--- src/rtl/rmap_pkg.sv ---
// Shared constants and types for the read request mapper.
// Assumes a 32-bit local datapath and 8-bit destination IDs.
package rmap_pkg;
    localparam int REG_W        = 32;
    localparam int RIO_AW       = 34;
    localparam int DEST_W       = 8;
    localparam int CTRL_EN_BIT  = 0;
    localparam int CTRL_DST_LSB = 16;
    localparam int MAX_BURST    = 40;

    typedef enum logic [3:0] {
        SZ_WORD  = 4'b1000,
        SZ_DW    = 4'b1011,
        SZ_DW4   = 4'b1100,
        SZ_DW12  = 4'b1101,
        SZ_DW20  = 4'b1110
    } rdsize_e;

    typedef struct packed {
        logic [DEST_W-1:0] dest;
        logic [RIO_AW-1:0] addr;
        logic              wdptr;
        rdsize_e           rdsize;
    } hdr_t;
endpackage

--- src/rtl/rmap_window_regs.sv ---
// Register file for the translation windows: base, mask, offset and control
// per window, 16 bytes apart. Writes apply at the clock edge; reads are
// combinational. Assumes cfg_addr is a byte offset with bits [1:0] ignored.
module rmap_window_regs #(
    parameter int NUM_WIN = 4,
    parameter int CFG_AW  = 8
) (
    input  logic                                   clk,
    input  logic                                   rst_n,
    input  logic                                   cfg_wr,
    input  logic [CFG_AW-1:0]                      cfg_addr,
    input  logic [rmap_pkg::REG_W-1:0]             cfg_wdata,
    output logic [rmap_pkg::REG_W-1:0]             cfg_rdata,
    output logic [NUM_WIN-1:0][rmap_pkg::REG_W-1:0] win_base,
    output logic [NUM_WIN-1:0][rmap_pkg::REG_W-1:0] win_mask,
    output logic [NUM_WIN-1:0][rmap_pkg::REG_W-1:0] win_offs,
    output logic [NUM_WIN-1:0][rmap_pkg::REG_W-1:0] win_ctrl
);
    localparam int IDX_W = CFG_AW - 4;

    logic [IDX_W-1:0] sel_win;
    logic [1:0]       sel_reg;

    assign sel_win = cfg_addr[CFG_AW-1:4];
    assign sel_reg = cfg_addr[3:2];

    for (genvar w = 0; w < NUM_WIN; w++) begin : g_win
        logic wr_here;
        assign wr_here = cfg_wr && (sel_win == IDX_W'(w));

        // Purpose: hold this window's four registers, cleared by reset.
        always_ff @(posedge clk) begin
            if (!rst_n) begin
                win_base[w] <= '0;
                win_mask[w] <= '0;
                win_offs[w] <= '0;
                win_ctrl[w] <= '0;
            end else if (wr_here) begin
                case (sel_reg)
                    2'd0:    win_base[w] <= cfg_wdata;
                    2'd1:    win_mask[w] <= cfg_wdata;
                    2'd2:    win_offs[w] <= cfg_wdata;
                    default: win_ctrl[w] <= cfg_wdata;
                endcase
            end
        end
    end

    // Purpose: read mux; offsets past the last window return zero.
    always_comb begin
        cfg_rdata = '0;
        for (int w = 0; w < NUM_WIN; w++) begin
            if (sel_win == IDX_W'(w)) begin
                case (sel_reg)
                    2'd0:    cfg_rdata = win_base[w];
                    2'd1:    cfg_rdata = win_mask[w];
                    2'd2:    cfg_rdata = win_offs[w];
                    default: cfg_rdata = win_ctrl[w];
                endcase
            end
        end
    end
endmodule

--- src/rtl/rmap_xlate.sv ---
// Window matcher and address translator. Every enabled window compares the
// masked address with its masked base; the lowest-numbered hit is chosen and
// supplies the destination ID and the offset bits. Purely combinational.
module rmap_xlate #(
    parameter int NUM_WIN = 4
) (
    input  logic [rmap_pkg::REG_W-1:0]              cmd_addr,
    input  logic [NUM_WIN-1:0][rmap_pkg::REG_W-1:0] win_base,
    input  logic [NUM_WIN-1:0][rmap_pkg::REG_W-1:0] win_mask,
    input  logic [NUM_WIN-1:0][rmap_pkg::REG_W-1:0] win_offs,
    input  logic [NUM_WIN-1:0][rmap_pkg::REG_W-1:0] win_ctrl,
    output logic                                    hit,
    output logic [rmap_pkg::DEST_W-1:0]             dest,
    output logic [rmap_pkg::RIO_AW-1:0]             rio_addr
);
    import rmap_pkg::*;

    logic [NUM_WIN-1:0] match;

    for (genvar w = 0; w < NUM_WIN; w++) begin : g_cmp
        assign match[w] = win_ctrl[w][CTRL_EN_BIT] &&
                          ((cmd_addr & win_mask[w]) == (win_base[w] & win_mask[w]));
    end

    // Purpose: pick the lowest matching window by scanning from the top down.
    always_comb begin
        logic [REG_W-1:0] xl;
        hit  = 1'b0;
        dest = '0;
        xl   = '0;
        for (int w = NUM_WIN - 1; w >= 0; w--) begin
            if (match[w]) begin
                hit  = 1'b1;
                dest = win_ctrl[w][CTRL_DST_LSB +: DEST_W];
                xl   = (cmd_addr & ~win_mask[w]) | (win_offs[w] & win_mask[w]);
            end
        end
        rio_addr = {xl, 2'b00};
    end
endmodule

--- src/rtl/rmap_size_enc.sv ---
// Burst length to read size code and word pointer for a 32-bit datapath.
// Lengths of zero or above MAX_BURST are flagged as unsupported.
module rmap_size_enc #(
    parameter int BC_W = 6
) (
    input  logic [BC_W-1:0]  burst,
    input  logic             addr_b2,
    output logic             ok,
    output logic             wdptr,
    output rmap_pkg::rdsize_e rdsize
);
    import rmap_pkg::*;

    // Purpose: range decode of the burst length into the code pair.
    always_comb begin
        ok     = 1'b1;
        wdptr  = 1'b0;
        rdsize = SZ_WORD;
        if (burst == BC_W'(0)) begin
            ok = 1'b0;
        end else if (burst == BC_W'(1)) begin
            rdsize = SZ_WORD;
            wdptr  = addr_b2;
        end else if (burst <= BC_W'(4)) begin
            rdsize = SZ_DW;
            wdptr  = (burst != BC_W'(2));
        end else if (burst <= BC_W'(16)) begin
            rdsize = SZ_DW4;
            wdptr  = (burst > BC_W'(8));
        end else if (burst <= BC_W'(32)) begin
            rdsize = SZ_DW12;
            wdptr  = (burst > BC_W'(24));
        end else if (burst <= BC_W'(MAX_BURST)) begin
            rdsize = SZ_DW20;
        end else begin
            ok = 1'b0;
        end
    end
endmodule

--- src/rtl/rmap_read_mapper.sv ---
// Top level: register file, window translation, size encoding and a one-deep
// output header register with a valid/ready handshake. A command that hits no
// enabled window or has an unsupported length is accepted and dropped with a
// one-cycle error pulse. Assumes BC_W is at least 6.
module rmap_read_mapper #(
    parameter int NUM_WIN = 4,
    parameter int BC_W    = 6,
    parameter int CFG_AW  = 8
) (
    input  logic              clk,
    input  logic              rst_n,
    input  logic              cfg_wr,
    input  logic [CFG_AW-1:0] cfg_addr,
    input  logic [31:0]       cfg_wdata,
    output logic [31:0]       cfg_rdata,
    input  logic              avs_read,
    input  logic [31:0]       avs_address,
    input  logic [BC_W-1:0]   avs_burstcount,
    output logic              avs_waitrequest,
    output logic              out_valid,
    input  logic              out_ready,
    output logic [7:0]        out_dest,
    output logic [33:0]       out_rio_addr,
    output logic              out_wdptr,
    output logic [3:0]        out_rdsize,
    output logic              map_err
);
    import rmap_pkg::*;

    logic [NUM_WIN-1:0][REG_W-1:0] win_base, win_mask, win_offs, win_ctrl;
    logic              x_hit;
    logic [DEST_W-1:0] x_dest;
    logic [RIO_AW-1:0] x_addr;
    logic              s_ok, s_wdptr;
    rdsize_e           s_rdsize;
    logic              accept, good;
    hdr_t              hdr_q;

    rmap_window_regs #(.NUM_WIN(NUM_WIN), .CFG_AW(CFG_AW)) i_regs (
        .clk(clk), .rst_n(rst_n), .cfg_wr(cfg_wr), .cfg_addr(cfg_addr),
        .cfg_wdata(cfg_wdata), .cfg_rdata(cfg_rdata),
        .win_base(win_base), .win_mask(win_mask),
        .win_offs(win_offs), .win_ctrl(win_ctrl)
    );

    rmap_xlate #(.NUM_WIN(NUM_WIN)) i_xlate (
        .cmd_addr(avs_address), .win_base(win_base), .win_mask(win_mask),
        .win_offs(win_offs), .win_ctrl(win_ctrl),
        .hit(x_hit), .dest(x_dest), .rio_addr(x_addr)
    );

    rmap_size_enc #(.BC_W(BC_W)) i_size (
        .burst(avs_burstcount), .addr_b2(avs_address[2]),
        .ok(s_ok), .wdptr(s_wdptr), .rdsize(s_rdsize)
    );

    assign avs_waitrequest = out_valid && !out_ready;
    assign accept          = avs_read && !avs_waitrequest;
    assign good            = x_hit && s_ok;

    // Purpose: output header register with hold-while-stalled behaviour.
    always_ff @(posedge clk) begin
        if (!rst_n) begin
            out_valid <= 1'b0;
            hdr_q     <= '0;
        end else if (accept && good) begin
            out_valid <= 1'b1;
            hdr_q     <= '{dest: x_dest, addr: x_addr, wdptr: s_wdptr, rdsize: s_rdsize};
        end else if (out_ready) begin
            out_valid <= 1'b0;
        end
    end

    // Purpose: one-cycle error pulse for an accepted but dropped command.
    always_ff @(posedge clk) begin
        if (!rst_n) map_err <= 1'b0;
        else        map_err <= accept && !good;
    end

    assign out_dest     = hdr_q.dest;
    assign out_rio_addr = hdr_q.addr;
    assign out_wdptr    = hdr_q.wdptr;
    assign out_rdsize   = hdr_q.rdsize;
endmodule

--- config.mk ---
export PLATFORM = sky130hd
export DESIGN_NAME = rmap_read_mapper
export DESIGN_NICKNAME = d
export VERILOG_FILES = /design/src/rtl/rmap_pkg.sv /design/src/rtl/rmap_window_regs.sv /design/src/rtl/rmap_xlate.sv /design/src/rtl/rmap_size_enc.sv /design/src/rtl/rmap_read_mapper.sv
export SDC_FILE = /design/constraint.sdc
export NUM_CORES = 2
export LEC_CHECK = 0
export CAP_MARGIN = 10
export CORE_AREA = 2 2 246 248
export CTS_CLUSTER_SIZE = 14
export DETAILED_ROUTE_END_ITERATION = 12
export DIE_AREA = 0 0 248 250
export PLACE_DENSITY = 0.74
export SYNTH_ARGS = -nofsm -noshare
export SYNTH_HDL_FRONTEND = slang
export SYNTH_SLANG_ARGS = --single-unit
--- constraint.sdc ---
create_clock -name clk -period 4.15 [get_ports clk]
set_input_delay 0.415 -clock clk [delete_from_list [all_inputs] [get_ports clk]]
set_output_delay 0.415 -clock clk [all_outputs]
set_load 0.01 [all_outputs]
# After elaboration in Yosys (flattened, before gate mapping)
# Cells that the tools add are included.
# totals
ff_bits	559
input_bits	83
# classes
bitwise_logic	25
n_mux	39
reduce_logical	37
order_cmp	6
eq_ne	11
# ops
operator	count
32-bit bitwise AND	16
32-bit one-hot mux with 3 select lines	4
32-bit 2-to-1 mux	8
32-bit equality test	4
32-bit NOT	4
32-bit OR	4
8-bit 2-to-1 mux	4
2-bit AND reduction	16
4-bit 2-to-1 mux	5
1-bit 2-to-1 mux	17
1-bit logical AND	13
6-bit <= comparator, second input constant	2
4-bit by 2-bit equality test with 1-bit output, second input constant	2
6-bit by 1-bit equality test with 1-bit output, second input constant	1
6-bit by 4-bit > comparator with 1-bit output, second input constant	1
6-bit by 5-bit > comparator with 1-bit output, second input constant	1
6-bit by 3-bit <= comparator with 1-bit output, second input constant	1
6-bit by 5-bit <= comparator with 1-bit output, second input constant	1
6-bit logical NOT	1
6-bit by 2-bit != test with 1-bit output, second input constant	1
4-bit by 1-bit equality test with 1-bit output, second input constant	1
4-bit logical NOT	1
1-bit logical NOT	3
3-bit 2-to-1 mux	1
6 further kinds	6

# Longest topological paths before layout
# depth
ltp_word	10
mapped_depth	11
depth_no_buf	8

# Hierarchy
# From an unflattened synthesis, not the netlist that was laid out.
# hier_totals
cells_unflattened	3442
area_unflattened_um2	30075.1
# modules_own_cells
mod	area_per_inst_um2	n_inst	cells_each	seq_area_each_um2
rmap_window_regs	23161.0	1	2611	10249.8
rmap_xlate	4732.0	1	582	0.0
rmap_read_mapper	1935.6	1	213	980.9
rmap_size_enc	246.5	1	36	0.0

# Worst setup path after synthesis
# Ideal clock, no wire load.
# synth_timing
path_type	input-to-output
from	in cfg_addr[2]
to	out cfg_rdata[15]
required_time_ps	3735
arrival_ps	2245
path_buffers	3
path_slack_ps	1490
path_stages	6
path_cell_list	buf_2 > buf_1 > buf_1 > mux4_2 > a22oi_1 > nand2_1
# synth_via
elab_chain_cells	6
elab_cells_between_ends	11
classes_between	2 x eq/ne; 8 x mux; 1 x reduce/logical
# synth_lines
item	line_no	text
start: declaration	rmap_read_mapper.sv:13	input logic [CFG_AW-1:0] cfg_addr,
2-bit equality test (tied with other cells)	rmap_window_regs.sv:54	case (sel_reg)
32-bit one-hot mux with 3 select lines	rmap_window_regs.sv:54	
32-bit 2-to-1 mux (3 in series)	rmap_window_regs.sv:53	if (sel_win == IDX_W'(w)) begin
32-bit 2-to-1 mux (*)	rmap_window_regs.sv:53	
end: declaration	rmap_read_mapper.sv:15	output logic [31:0] cfg_rdata,
# Mark *: on every way between the ends. The rest lies on a longest branch, timed or not.

# Worst setup path after layout
# layout_timing
from	in cfg_addr[4]
to	out cfg_rdata[28]
# layout_via
elab_chain_cells	5
elab_cells_between_ends	8
classes_between	3 x eq/ne; 4 x mux; 1 x reduce/logical
# layout_lines
item	line_no
4-bit logical NOT	rmap_window_regs.sv:53
32-bit 2-to-1 mux (3 in series)	rmap_window_regs.sv:53
32-bit 2-to-1 mux (*)	rmap_window_regs.sv:53
# Marks and branches as above.

==> flow_summary.ini <==
[global_routing]
grt_pass1_wl_mm = 174
grt_max_degree = 194
antenna_found_initial = 19
first_global_vias = 25700
grt_overflow = 0
grt.total_usage = 0.383

[critical_path]
slowest_delay_ps = 590
ff2ff_path_depth = 10
slowest_stage = clkdlybuf4s50_1
worstPathMaxFanout = 17
start_kind = input port
crit_arrival_ps = 3470
crit_type = input port to output port
worstPathRequired_ps = 3730
crit_chain = clkdlybuf4s50_1 -> inv_2 -> nand2_1 -> o22ai_1 -> a21oi_1 -> o22ai_1 -> o21a_1 -> clkdlybuf4s50_1
end_kind = output port

[synthesis]
yosysTopAreaCell = dfxtp_1
async_reset_ff_frac = 0
synthCells = 3391
synthFlopType = dfxtp_1
synth_area_um2 = 29300
synth_cell_types = 65
synth-seq-cells = 559
ys_seq_area_frac = 0.382
synth-edff-count = 0
syn-mean-instance-area_um2 = 8.64
yosys-top-cells-area = dfxtp_1, nand2_1, a21boi_0, mux4_2, mux2i_1
synth_top_area_share = 0.382
synth_warnings = 0

[place]
port_buffers = 160
gp_congestion = 0.975
hpwlAfterDp_mm = 78.9
post-place-ws_ps = 248

[power_and_ir_drop]
irDropWorstVdd_uv = 344
netSwitchingFraction = 0.251
clkPwrFrac = 0.461
p_leak_uw = 0.0111
switchingPower_uw = 2930
intPower_uw = 8740
seq_power_share = 0.463
comb_power_share = 0.076
power.density_nw_per_um2 = 345

[sta]
maxSlewHeadroom = 0.173
clock_skew_ps = 31.5
finalHoldViolations = 0
fmax_mhz = 258
fin_crit_sh = 0.935
worst_slack_ps = 268
fin_tns_setup_ps = 0
setup_viol = 0
finalCriticalPeriod_ps = 3880
worst_pin_slew_ps = 1230
rsz0062_at_grt = false
report.final.slew_viol_count = 0

[finish]
nets = 3496
area_growth_pct = 15.5
final_common_cell = nand2_1
final_cell_mix = nand2_1, dfxtp_1, a21boi_0
drive_gt1_frac = 0.124

[floorplanning]
initial_core_util = 0.492
num_rows = 90
fp.dieH_um = 250
die_w_um = 248
core_um2 = 59600
die_area_um2 = 62000
io_pins = 165

[drt]
drt_iter0_markers = 4543
drtPass1Iterations = 8
route.detailed.drc = 0
num_vias = 27400
wl_per_cell_um = 28.3
drt_wl_total_mm = 121
routed_via_density = 6.43
ant_nets = 0

[clocking]
cts.sinks = 559
cts_resized = 0
clkTransAtPathRegs_ps = 60
root_buffer = clkbuf_16
clock_latency_ps = 680
cts_max_level = 2
ctsHoldBuffers = 0
post_cts_buffers = 0
cts.path.max_buffers = 3
numCtsBuffers = 60
cts_tree = built

[worst_hold_path]
hp-class = input port to flip-flop
hold-path-cell-count = 2

[status]
status = finished, final reports clean

[flow_run]
drv_cap = 0
-- per-layer routing --
layer,share of wire,GRT usage,up-vias
met5,0.00033,0,-
met4,0.078,0.260,6
met3,0.14,0.122,522
met2,0.41,0.535,2157
met1,0.36,0.500,13000
li1,-,-,11700
-- state kept, by name (all words and copies together) (netlist names) --
register and cells:
i_regs.win_base 128, i_regs.win_ctrl 128, i_regs.win_mask 128, i_regs.win_offs 128, out_rio_addr 32, out_dest 8
out_rdsize 4, map_err 1, out_valid 1, out_wdptr 1
-- metrics by stage --
stage	cells	total power [uW]	hold WS (ps)	instance area (um2)	util
2_1_floorplan	3392	6050	440	29300	-
3_3_place_gp	4133	6370	448	31900	0.535
3_5_place_dp	4133	6370	454	31900	0.535
4_1_cts	4241	11600	260	33800	0.567
5_1_grt	4253	11900	253	33800	0.567
6_report	4259	11700	239	33800	0.568
-- cells in the mapped netlist (33+ instances only) --
master / count
a22oi_1: 108
o21ai_0: 48
inv_1: 36
clkbuf_1: 269
a21boi_0: 512
nand2_1: 1079
nor2_1: 39
mux2i_1: 162
o211ai_1: 33
dfxtp_1: 559
mux4_2: 120
nor3_1: 45
xor2_1: 128
-- path summary, 6_finish.rpt --
kind              slack [ps]                   to           startpoint
setup reg to reg         760     out_rio_addr[18]  i_regs.win_base[59]
setup / recovery         270        cfg_rdata[28]          cfg_addr[4]
hold reg to reg          460     out_rio_addr[24]     out_rio_addr[24]
hold / removal           240  i_regs.win_offs[80]                rst_n
-- cells by family (layout without fill, tap and decap cells) --
| family | Yosys count | after routing | share of synthesized area |
|---|---|---|---|
| AND/OR/NAND/NOR | 1227 | 1227 | 0.166 |
| XOR/XNOR | 128 | 128 | 0.0383 |
| other | 1 | 20 | 0.000128 |
| multiplexers | 283 | 283 | 0.148 |
| AO/OA/AOI/OAI | 821 | 821 | 0.210 |
| buffers and inverters | 372 | 439 | 0.0554 |
| flip-flops | 559 | 559 | 0.382 |
-- worst max-delay path, delay by kind of cell --
family	cells	cell delay, ps
buffers and inverters	3	1640
and+or+nand+nor	1	490
AOI/OAI and AO/OA	4	900
-- cell type report --
class | count | area [um2]
fill | 5230 | 25800
multi-input combinational | 2461 | 16700
sequential | 559 | 11200
timing repair buffer | 294 | 2910
clock buffer | 95 | 1770
tap | 782 | 978
inverter | 37 | 139
clock inverter | 13 | 129
antenna | 18 | 45.0
-- power groups by stage --
stage	clock (uW)	sequential, uW	combinational (uW)
3_5_place_dp	0	5530	842
4_1_cts	5350	5410	846
3_3_place_gp	0	5520	842
5_1_grt	5600	5410	900
2_1_floorplan	0	5520	532
6_report	5380	5410	882
Note: power is estimated with default switching activity, not from simulation.
